==> config.mk <==
export PLATFORM = sky130hd
export DESIGN_NAME = touch_strength_sel
export DESIGN_NICKNAME = d
export VERILOG_FILES = /design/src/rtl/tsel_pkg.sv /design/src/rtl/tsel_integrator.sv /design/src/rtl/tsel_picker.sv /design/src/rtl/tsel_fifo.sv /design/src/rtl/touch_strength_sel.sv
export SDC_FILE = /design/constraint.sdc
export NUM_CORES = 1
export LEC_CHECK = 0
export BUFFER_PORTS_ARGS = -buffer_cell sky130_fd_sc_hd__buf_2
export CORE_ASPECT_RATIO = 1.5
export CORE_MARGIN = 1
export CORE_UTILIZATION = 55
export CTS_CLUSTER_DIAMETER = 150
export DETAILED_ROUTE_END_ITERATION = 7
export PLACE_DENSITY = 0.77
export SETUP_SLACK_MARGIN = 0.05
export SYNTH_ARGS = -nofsm -noshare
export SYNTH_HDL_FRONTEND = slang
export SYNTH_SLANG_ARGS = --single-unit
export TNS_END_PERCENT = 5
==> constraint.sdc <==
create_clock -name clk -period 5.69 [get_ports clk]
set_input_delay 1.138 -clock clk [delete_from_list [all_inputs] [get_ports clk]]
set_output_delay 1.138 -clock clk [all_outputs]
set_load 0.05 [all_outputs]
==> src/rtl/tsel_pkg.sv <==
package tsel_pkg;

    typedef enum logic [1:0] {
        ST_RUN    = 2'd0,
        ST_SELECT = 2'd1,
        ST_EMIT   = 2'd2
    } tsel_state_e;

    typedef enum logic [1:0] {
        MODE_NONE = 2'b00,
        MODE_TOP1 = 2'b01,
        MODE_ALL  = 2'b10,
        MODE_TOP2 = 2'b11
    } tsel_mode_e;

endpackage

==> src/rtl/tsel_integrator.sv <==
module tsel_integrator #(
    parameter int CW = 8
) (
    input  logic          clk,
    input  logic          rst_n,
    input  logic          tick_en,
    input  logic          win_end,
    input  logic          flush,
    input  logic          flag,
    output logic [CW-1:0] strength
);

    logic [CW-1:0] acc_q;
    logic [CW-1:0] acc_inc;

    assign acc_inc = acc_q + CW'(flag);

    always_ff @(posedge clk or negedge rst_n) begin
        if (!rst_n) begin
            acc_q    <= '0;
            strength <= '0;
        end else if (flush) begin
            acc_q <= '0;
        end else if (tick_en) begin
            if (win_end) begin
                strength <= acc_inc;
                acc_q    <= '0;
            end else begin
                acc_q <= acc_inc;
            end
        end
    end

endmodule

==> src/rtl/tsel_picker.sv <==
module tsel_picker #(
    parameter int NCH = 3,
    parameter int CW  = 8
) (
    input  logic [NCH*CW-1:0] strength_flat,
    input  logic [NCH*CW-1:0] thr_flat,
    input  logic [1:0]        mode,
    output logic [NCH-1:0]    sel
);
    import tsel_pkg::*;

    logic [CW-1:0] sv [NCH];
    logic [CW-1:0] tv [NCH];
    logic [NCH-1:0] above;

    for (genvar g = 0; g < NCH; g++) begin : g_unpack
        assign sv[g]    = strength_flat[g*CW +: CW];
        assign tv[g]    = thr_flat[g*CW +: CW];
        assign above[g] = sv[g] > tv[g];
    end

    for (genvar g = 0; g < NCH; g++) begin : g_rank
        logic [7:0] rank_c;
        always_comb begin
            rank_c = 8'd0;
            for (int j = 0; j < NCH; j++) begin
                if (j != g && above[j] &&
                    (sv[j] > sv[g] || (sv[j] == sv[g] && j < g)))
                    rank_c = rank_c + 8'd1;
            end
        end
        always_comb begin
            unique case (tsel_mode_e'(mode))
                MODE_TOP1: sel[g] = above[g] && (rank_c == 8'd0);
                MODE_ALL:  sel[g] = above[g];
                MODE_TOP2: sel[g] = above[g] && (rank_c < 8'd2);
                default:   sel[g] = 1'b0;
            endcase
        end
    end

endmodule

==> src/rtl/tsel_fifo.sv <==
module tsel_fifo #(
    parameter int DEPTH = 4,
    parameter int W     = 8
) (
    input  logic                       clk,
    input  logic                       rst_n,
    input  logic                       push,
    input  logic [W-1:0]               wdata,
    input  logic                       pop,
    output logic [2*W-1:0]             rdata,
    output logic                       not_empty,
    output logic                       full,
    output logic [$clog2(DEPTH+1)-1:0] count
);
    localparam int AW   = (DEPTH > 1) ? $clog2(DEPTH) : 1;
    localparam int CNTW = $clog2(DEPTH + 1);

    logic [W-1:0]  mem [DEPTH];
    logic [AW-1:0] wr_ptr, rd_ptr;
    logic          do_push, do_pop;

    assign not_empty = count != '0;
    assign full      = count == CNTW'(DEPTH);
    assign do_push   = push && !full;
    assign do_pop    = pop && not_empty;
    assign rdata     = not_empty ? {{W{1'b0}}, mem[rd_ptr]} : '0;

    function automatic logic [AW-1:0] ptr_next(input logic [AW-1:0] p);
        return (p == AW'(DEPTH - 1)) ? '0 : p + AW'(1);
    endfunction

    always_ff @(posedge clk or negedge rst_n) begin
        if (!rst_n) begin
            wr_ptr <= '0;
            rd_ptr <= '0;
            count  <= '0;
        end else begin
            if (do_push) wr_ptr <= ptr_next(wr_ptr);
            if (do_pop)  rd_ptr <= ptr_next(rd_ptr);
            case ({do_push, do_pop})
                2'b10:   count <= count + CNTW'(1);
                2'b01:   count <= count - CNTW'(1);
                default: count <= count;
            endcase
        end
    end

    always_ff @(posedge clk) begin
        if (do_push) mem[wr_ptr] <= wdata;
    end

    // the occupancy never goes past the depth
    a_r11_no_overflow: assert property (@(posedge clk) disable iff (!rst_n)
        count <= CNTW'(DEPTH));

    // a push into a full FIFO without a pop leaves it full
    a_r11_drop_when_full: assert property (@(posedge clk) disable iff (!rst_n)
        (full && push && !pop) |=> (count == CNTW'(DEPTH)));

endmodule

==> src/rtl/touch_strength_sel.sv <==
module touch_strength_sel #(
    parameter int NCH    = 3,
    parameter int CW     = 8,
    parameter int DEPTH  = 4,
    parameter int BYTE_W = 8
) (
    input  logic                clk,
    input  logic                rst_n,
    input  logic                sample_tick,
    input  logic [NCH-1:0]      touch_flags,
    input  logic [CW-1:0]       integ_time,
    input  logic [NCH*CW-1:0]   strength_thr,
    input  logic [1:0]          afs_mode,
    input  logic                filter_en,
    input  logic [CW-1:0]       filt_period,
    input  logic [CW-1:0]       filt_thr,
    input  logic                fifo_pop,
    output logic [NCH*CW-1:0]   strength,
    output logic [BYTE_W-1:0]   touch_byte,
    output logic [2*BYTE_W-1:0] fifo_rdata,
    output logic                fifo_not_empty
);
    import tsel_pkg::*;

    localparam int CNTW = $clog2(DEPTH + 1);

    tsel_state_e         state_q, state_nx;
    logic [CW-1:0]       wcnt_q, run_cnt_q, eff_len;
    logic [CW-1:0]       fcnt_q [NCH];
    logic [BYTE_W-1:0]   cand_q, touch_byte_q;
    logic [NCH-1:0]      sel, run_result;
    logic                win_last, run_last, tick_acc, push;
    logic                fifo_full;
    logic [CNTW-1:0]     fifo_count;

    assign eff_len  = (integ_time == '0) ? CW'(1) : integ_time;
    assign win_last = ({1'b0, wcnt_q} + (CW+1)'(1)) >= {1'b0, eff_len};
    assign run_last = ({1'b0, run_cnt_q} + (CW+1)'(1)) >= {1'b0, filt_period};
    assign tick_acc = (state_q == ST_RUN) && sample_tick && filter_en;

    // per-channel integration
    for (genvar g = 0; g < NCH; g++) begin : g_integ
        tsel_integrator #(.CW(CW)) u_integ (
            .clk      (clk),
            .rst_n    (rst_n),
            .tick_en  (tick_acc),
            .win_end  (win_last),
            .flush    (!filter_en),
            .flag     (touch_flags[g]),
            .strength (strength[g*CW +: CW])
        );
    end

    tsel_picker #(.NCH(NCH), .CW(CW)) u_pick (
        .strength_flat (strength),
        .thr_flat      (strength_thr),
        .mode          (afs_mode),
        .sel           (sel)
    );

    // state register
    always_ff @(posedge clk or negedge rst_n) begin
        if (!rst_n) state_q <= ST_RUN;
        else        state_q <= state_nx;
    end

    // next-state logic
    always_comb begin
        state_nx = state_q;
        unique case (state_q)
            ST_RUN: begin
                if (sample_tick) begin
                    if (!filter_en)    state_nx = ST_EMIT;
                    else if (win_last) state_nx = ST_SELECT;
                end
            end
            ST_SELECT: state_nx = (filt_period == '0 || run_last) ? ST_EMIT : ST_RUN;
            ST_EMIT:   state_nx = ST_RUN;
            default:   state_nx = ST_RUN;
        endcase
    end

    // window counter
    always_ff @(posedge clk or negedge rst_n) begin
        if (!rst_n)          wcnt_q <= '0;
        else if (!filter_en) wcnt_q <= '0;
        else if (tick_acc)   wcnt_q <= win_last ? '0 : wcnt_q + CW'(1);
    end

    // second-level run counter and per-channel pick counters
    always_ff @(posedge clk or negedge rst_n) begin
        if (!rst_n)          run_cnt_q <= '0;
        else if (!filter_en) run_cnt_q <= '0;
        else if (state_q == ST_SELECT && filt_period != '0)
            run_cnt_q <= run_last ? '0 : run_cnt_q + CW'(1);
    end

    for (genvar g = 0; g < NCH; g++) begin : g_filt
        assign run_result[g] = ({1'b0, fcnt_q[g]} + (CW+1)'(sel[g])) > {1'b0, filt_thr};
        always_ff @(posedge clk or negedge rst_n) begin
            if (!rst_n)          fcnt_q[g] <= '0;
            else if (!filter_en) fcnt_q[g] <= '0;
            else if (state_q == ST_SELECT && filt_period != '0)
                fcnt_q[g] <= run_last ? '0 : fcnt_q[g] + CW'(sel[g]);
        end
    end

    // candidate byte and touch byte
    always_ff @(posedge clk or negedge rst_n) begin
        if (!rst_n) begin
            cand_q       <= '0;
            touch_byte_q <= '0;
        end else begin
            unique case (state_q)
                ST_RUN: begin
                    if (sample_tick && !filter_en) cand_q <= BYTE_W'(touch_flags);
                end
                ST_SELECT: begin
                    if (filt_period == '0) cand_q <= BYTE_W'(sel);
                    else if (run_last)     cand_q <= BYTE_W'(run_result);
                end
                ST_EMIT:  touch_byte_q <= cand_q;
                default: ;
            endcase
        end
    end

    assign push       = (state_q == ST_EMIT) && (cand_q != touch_byte_q);
    assign touch_byte = touch_byte_q;

    tsel_fifo #(.DEPTH(DEPTH), .W(BYTE_W)) u_fifo (
        .clk       (clk),
        .rst_n     (rst_n),
        .push      (push),
        .wdata     (cand_q),
        .pop       (fifo_pop),
        .rdata     (fifo_rdata),
        .not_empty (fifo_not_empty),
        .full      (fifo_full),
        .count     (fifo_count)
    );

    // strengths move only at the end of a window
    a_r2_strength_hold: assert property (@(posedge clk) disable iff (!rst_n)
        !(tick_acc && win_last) |=> $stable(strength));

    // a picked channel is above its own threshold
    for (genvar g = 0; g < NCH; g++) begin : g_chk
        a_r3_pick_above: assert property (@(posedge clk) disable iff (!rst_n)
            sel[g] |-> (strength[g*CW +: CW] > strength_thr[g*CW +: CW]));
    end

    // single-strongest mode picks at most one channel
    a_r4_top1_single: assert property (@(posedge clk) disable iff (!rst_n)
        (afs_mode == 2'b01) |-> $onehot0(sel));

    // two-strongest mode picks at most two channels
    a_r6_top2_limit: assert property (@(posedge clk) disable iff (!rst_n)
        (afs_mode == 2'b11) |-> ($countones(sel) <= 2));

    // the reserved mode picks nothing
    a_r7_reserved_none: assert property (@(posedge clk) disable iff (!rst_n)
        (afs_mode == 2'b00) |-> (sel == '0));

    // a changed byte with room in the FIFO adds exactly one entry
    a_r10_push_on_change: assert property (@(posedge clk) disable iff (!rst_n)
        (state_q == ST_EMIT && cand_q != touch_byte_q && !fifo_full && !fifo_pop)
        |=> (fifo_count == CNTW'($past(fifo_count) + 1'b1)));

endmodule

==> qor.yml, run 1 <==
regToRegStartpoint: "g_integ[1].u_integ.strength[1]"
layout.nets: 1042
numCtsBuffers: 17
period_share: 0.866
root_buffer: "clkbuf_16"
antenna_found_initial: 0
synth_ff_type: "dfrtp_1"
grt_pass1_wl_um: 29900
drt-total-wl_um: 18100
tns_ps: 0
reg2reg_depth: 20
seqCellArea_mm2: 0.00294
hp-start: "fcnt_q[16]"
syn_inst: 781
post_cts_buffers: 0
drt-pass1-iter-count: 5
area_growth_syn_to_layout_pct: 14.0
routed-wl-met2_um: 9500
clockBufferDepth: 2
synth.distinct_cells: 50
path_clk_slew_ps: 50
wl_per_cell_um: 17.2
num_rows: 53
fp.coreArea_mm2: 0.0139
setup_viol: 0
cts.sinks: 115
yosysWarnings: 0
start_kind: "primary input"
path_max_fanout: 4
clock_skew_ps: 9.95
dp.cells: 1021
cp_slowest_cell: "o31ai_1"
multi_input_area_mm2: 0.00443
fmax_mhz: 203
p_leak_nw: 4.67
antenna_cells: 0
start_util: 0.561
viasPerCell: 5.82
pwr-share-comb: 0.225
cts_hold_buf: 0
crit_arrival_ps: 5220
hpwl_um: 13100
switching_share: 0.325
grt.total_usage: 0.263
ys_ff_latch: 115
syn_avg_cell_area_um2: 10.0
layout_commonest_cell: "ha_1"
die_w_um: 99.3
drt-initial-drc-count: 178
antenna_left: 0
routabilityCongestion: 0.825
grt.overflow.total: 0
grt_pass1_vias: 6224
outcome: "complete, no violations"
worst_pin_slew_ps: 1100
crit_top_cell: "ha_1"
top_layer: "met4"
seqPwrFrac: 0.376
met1_length_um: 7120
p_int_mw: 1.74
portBuffers: 88
path_cells: "buf_2, inv_1, ha_1, nor2b_1, o211ai_1, a21oi_1, o31ai_1, o21ai_0, a21oi_1, ha_1, ha_1, nand3_1, xnor2_1, ha_1, nand3_1, o21bai_1, a21oi_1, a211oi_1, o2111ai_1, o21a_1, mux2_2, o31a_1"
ioPinCount: 107
reg2reg_slack_ps: 1110
power.density_mw_per_mm2: 289
async_flop_share: 0.896
drv_cap: 0
critPathRequiredTime_ps: 5980
clkPwrFrac: 0.399
ys_seq_area_frac: 0.376
p_switching_uw: 836
min_to: "fcnt_q[16]"
die_h_um: 148
finalHoldViolCount: 0
hold_path_class: "flip-flop to flip-flop"
cpPeakStageDelay_ps: 510
rr_endpoint: "cand_q[2]"
cts_tree: "yes"
dr_wl_met3_um: 737
synth-edff-count: 12
grt_max_degree: 74
htreeDepth: 4
peakVddDrop_v: 0.000187
path_class: "primary input to flip-flop"
syn_area_mm2: 0.00781
rsz0062_at_grt: "false"
min_delay_path_depth: 2
final_layout_size_suffix_gt1_frac: 0.169
fin_crit_ps: 4930
finalMaxSlewViolations: 0
slew_headroom: 0.270
die_area_mm2: 0.0147
drcViolationCount: 0
post_layout_nonfiller_instances: 1053
fillers: 1142
critPathCaptureType: "flip-flop"
vias: 6128
final_cell_mix: "108 x ha_1, 103 x dfrtp_1, 87 x buf_2"
cts_resized: 0
clock_latency_ps: 420
[cell usage after synthesis (all sizes together) (12+ instances only)]
master    n  area (um^2)
a21oi    52          264
a31oi    18          113
nor2     38          143
and3     16          100
dfrtp   103         2580
nand4    15         93.8
a22o     45          394
o21ai    28          140
buf      27          201
xor2     32          280
or3      16          100
mux2     13          146
ha      108         1350
nand2    33          124
inv      74          278
xnor2    22          193
nand3    30          155
edfxtp   12          360
a21o     12         90.1
[metrics by stage]
stage / area (um^2) / setup slack [ps] / power, mW / utilization / hold slack, ps
final: 8900 / 764 / 2.57 / 0.639 / 494
after global routing: 8900 / 414 / 2.70 / 0.639 / 527
after CTS: 8900 / 796 / 2.60 / 0.639 / 496
after detailed placement: 8330 / 444 / 1.56 / 0.598 / 481
after global placement: 8330 / 571 / 1.54 / 0.598 / 469
after floorplan: 7870 / 1160 / 1.40 / - / 456
[kinds of logic after synthesis]
logic type	synth area share
AO/OA/AOI/OAI	0.175
XOR/XNOR	0.0606
adder cells (fa/ha/maj)	0.176
buffers and inverters	0.0652
flip-flops	0.376
multiplexers	0.0274
other	0.000480
AND/OR/NAND/NOR	0.119
[layout make-up]
cell class | instances | share of cell area
clock inverter | 15 | 0.0157
inverter | 74 | 0.0312
timing repair buffer | 93 | 0.0540
tap | 165 | 0.0232
clock buffer | 17 | 0.0478
sequential | 115 | 0.330
multi-input combinational | 574 | 0.498
[worst max-delay path by stage]
stage / slack (ps) / start / endpoint
final: 760 / strength_thr[9] / cand_q[2]
after floorplan: 1160 / strength_thr[9] / cand_q[2]
after global placement: 570 / strength_thr[9] / cand_q[2]
after CTS: 800 / strength_thr[9] / cand_q[2]
after global routing: 410 / strength_thr[13] / cand_q[2]
after detailed placement: 440 / strength_thr[9] / cand_q[2]
[state kept, by name (all words and copies together) (netlist names)]
| register | cells |
|---|---|
| touch_byte | 3 |
| u_fifo.rd_ptr | 2 |
| cand_q | 3 |
| u_fifo.mem | 12 |
| g_integ.u_integ.strength | 24 |
| state_q | 2 |
| u_fifo.count | 3 |
| run_cnt_q | 8 |
| wcnt_q | 8 |
| u_fifo.wr_ptr | 2 |
| fcnt_q | 24 |
| g_integ.u_integ.acc_q | 24 |
[power groups by stage]
stage               logic (mW)  registers (mW)  clock network, mW
global placement         0.562           0.979                  0
floorplan                0.386            1.02                  0
global route             0.646           0.977               1.07
finish                   0.580           0.968               1.03
detailed placement       0.575           0.981                  0
CTS                      0.586           0.969               1.04
[metal layers]
metal  track usage  up-vias
met2         0.465      144
met3        0.0534       45
met1         0.292     2949
li1              -     2990
met5             0        -
met4         0.151        0
[worst max-delay path, delay by kind of cell]
family          cells  cell delay (ps)
compound gates     11             2080
buf+inv             2              110
simple gates        3              350
fa+ha+maj           4             1060
xor+xnor            1              210
mux                 1              270
Power figures use the tool's default switching activity.
==> inputs of run 2 (changes only) <==
Settings changed: CORE_ASPECT_RATIO 1.5 to not set, GPL_TIMING_DRIVEN set to 0.
==> run 2 against run 1 <==
  * The run now ends with DRC left
  * Critical path type unchanged
  * Non-clock buffer count is 31 higher
  * Via count is 1.6% higher
  * Clock skew is 0.70 ps higher
  * Sequential power hardly changed
  * Power is 2.4% higher
  * Combinational power is 3.6% higher
  * Register-to-register slack worse by 230 ps
  * Worst setup slack worse by 140 ps
  * Final cell count is 4.5% higher
  * Routed wire length is 1.7% lower
==> qor.yml, run 2 (same netlist as run 1, synthesis figures left out) <==
p_leak_nw: 4.81
grt_util_met2: 0.409
period_share: 0.891
crit_arrival_ps: 5370
antenna_left: 0
post_cts_buffers: 0
antenna_found_initial: 2
slew_headroom: 0.560
numCtsBuffers: 17
cts_hold_buf: 0
portBuffers: 88
grt_use_met3: 0.0540
dp.cells: 1067
fmax_mhz: 197
regToRegStartpoint: "g_integ[2].u_integ.strength[1]"
path_max_fanout: 4
routabilityCongestion: 0.825
wl_per_cell_um: 16.2
hpwl_um: 13300
die_h_um: 121
finalMaxSlewViolations: 0
ioPinCount: 107
grt_pass1_vias: 6074
clockBufferDepth: 2
start_util: 0.563
htreeDepth: 4
drt-total-wl_um: 17800
path_cells: "buf_2, inv_1, ha_1, nor2b_1, o211ai_1, a21oi_1, o31ai_1, o21ai_0, a21oi_1, ha_1, ha_1, nand2_1, nor2_1, xor2_1, ha_1, a21o_1, a211oi_1, o2111ai_1, o21a_1, mux2_2, o31a_1"
seqPwrFrac: 0.366
die_area_mm2: 0.0147
drcViolationCount: 4
drt-pass1-iter-count: 7
critPathBufInv: 2
reg.largest.list: "fcnt_q x24, g_integ.u_integ.acc_q x24, g_integ.u_integ.strength x24"
start_kind: "primary input"
tns_ps: 0
cpPeakStageDelay_ps: 550
grt.overflow.total: 0
setup_viol: 0
peakVddDrop_v: 0.000248
fin_crit_ps: 5070
reg2reg_depth: 21
area_growth_syn_to_layout_pct: 17.4
gr-max-usage-layer: "met2"
cp_slowest_cell: "o31ai_1"
drv_cap: 0
cts_tree: "yes"
pwr-share-comb: 0.228
clock_latency_ps: 410
p_switching_uw: 844
outcome: "complete, but fails checks"
cts_resized: 0
crit_top_cell: "ha_1"
layout_commonest_cell: "ha_1"
use_met1: 0.349
root_buffer: "clkbuf_16"
finalHoldViolCount: 0
hold_path_class: "flip-flop to flip-flop"
cts.sinks: 115
path_delay_family: "compound AO/OA/AOI/OAI gates"
clock_skew_ps: 10.6
grt_max_degree: 56
worst_pin_slew_ps: 658
critPathCaptureType: "flip-flop"
violations: "DRC"
num_rows: 43
switching_share: 0.320
fp.coreArea_mm2: 0.0139
p_int_mw: 1.79
vias: 6229
post_layout_nonfiller_instances: 1100
path_class: "primary input to flip-flop"
reg2reg_slack_ps: 880
rsz0062_at_grt: "false"
startpoint: "strength_thr[9]"
die_w_um: 121
cp-endpoint: "cand_q[2]"
grt_pass1_wl_um: 29300
viasPerCell: 5.66
final_cell_mix: "108 x ha_1, 103 x dfrtp_1, 92 x buf_2"
layout.nets: 1073
clkPwrFrac: 0.406
power.density_mw_per_mm2: 287
cp_num_cells: 21
drt-initial-drc-count: 308
critPathRequiredTime_ps: 5990
grt.total_usage: 0.259
fillers: 1103
path_clk_slew_ps: 60
rr_endpoint: "cand_q[2]"
final_layout_size_suffix_gt1_frac: 0.188
-- run 2: per-layer routing --
layer | vias up | part of all wire
li1 | 3049 | -
met1 | 2961 | 0.47
met2 | 185 | 0.46
met3 | 32 | 0.054
met4 | 2 | 0.021
met5 | - | 0.00056
-- run 2: worst reg2reg max path, cell delays in order, from the launching register on --
cell and delay, ps:
dfrtp_1 460, inv_1 120, ha_1 310, nor2b_1 130, o211ai_1 280, a21oi_1 180
a211o_1 340, nor2_1 100, o21ai_0 70, a21oi_1 320, ha_1 270, ha_1 210
nand2_1 70, nor2_1 210, xor2_1 280, ha_1 300, a21o_1 160, a211oi_1 230
o2111ai_1 150, o21a_1 160, mux2_2 260, o31a_1 100
-- run 2: worst min-delay path by stage --
stage | from | endpoint | slack [ps] | cells after the start
5_1_grt | fcnt_q[0] | fcnt_q[0] | 510 | 2
2_1_floorplan | fcnt_q[0] | fcnt_q[0] | 460 | 2
4_1_cts | fcnt_q[0] | fcnt_q[0] | 490 | 2
6_report | fcnt_q[0] | fcnt_q[0] | 490 | 2
3_3_place_gp | fcnt_q[0] | fcnt_q[0] | 470 | 2
3_5_place_dp | fcnt_q[0] | fcnt_q[0] | 480 | 2
-- run 2: area by class of cell --
cell class	instances	area, um^2	share of cell area
flip-flops and latches	115	2940	0.320
repair buffers	89	470	0.0513
multi-input cells	574	4430	0.483
inverters	74	278	0.0303
well taps	180	225	0.0246
diodes	1	2.50	0.000273
plain buffers	35	231	0.0252
clock inverters	12	130	0.0142
clock buffers	20	467	0.0509
-- run 2: metrics by stage --
stage          setup slack, ps  power [mW]  cell area [um^2]  utilization  hold slack, ps
2_1_floorplan             1160        1.40              7870            -             456
3_3_place_gp               377        1.54              8540        0.615             471
4_1_cts                    702        2.64              9170        0.660             490
5_1_grt                    420        2.75              9170        0.660             510
6_report                   621        2.63              9170        0.660             489
3_5_place_dp               315        1.57              8570        0.617             479
-- run 2: power groups by stage --
stage | registers, mW | logic (mW) | clock network, mW
6_report | 0.965 | 0.601 | 1.07
4_1_cts | 0.966 | 0.604 | 1.07
5_1_grt | 0.975 | 0.668 | 1.11
3_3_place_gp | 0.974 | 0.569 | 0
2_1_floorplan | 1.02 | 0.386 | 0
3_5_place_dp | 0.979 | 0.594 | 0
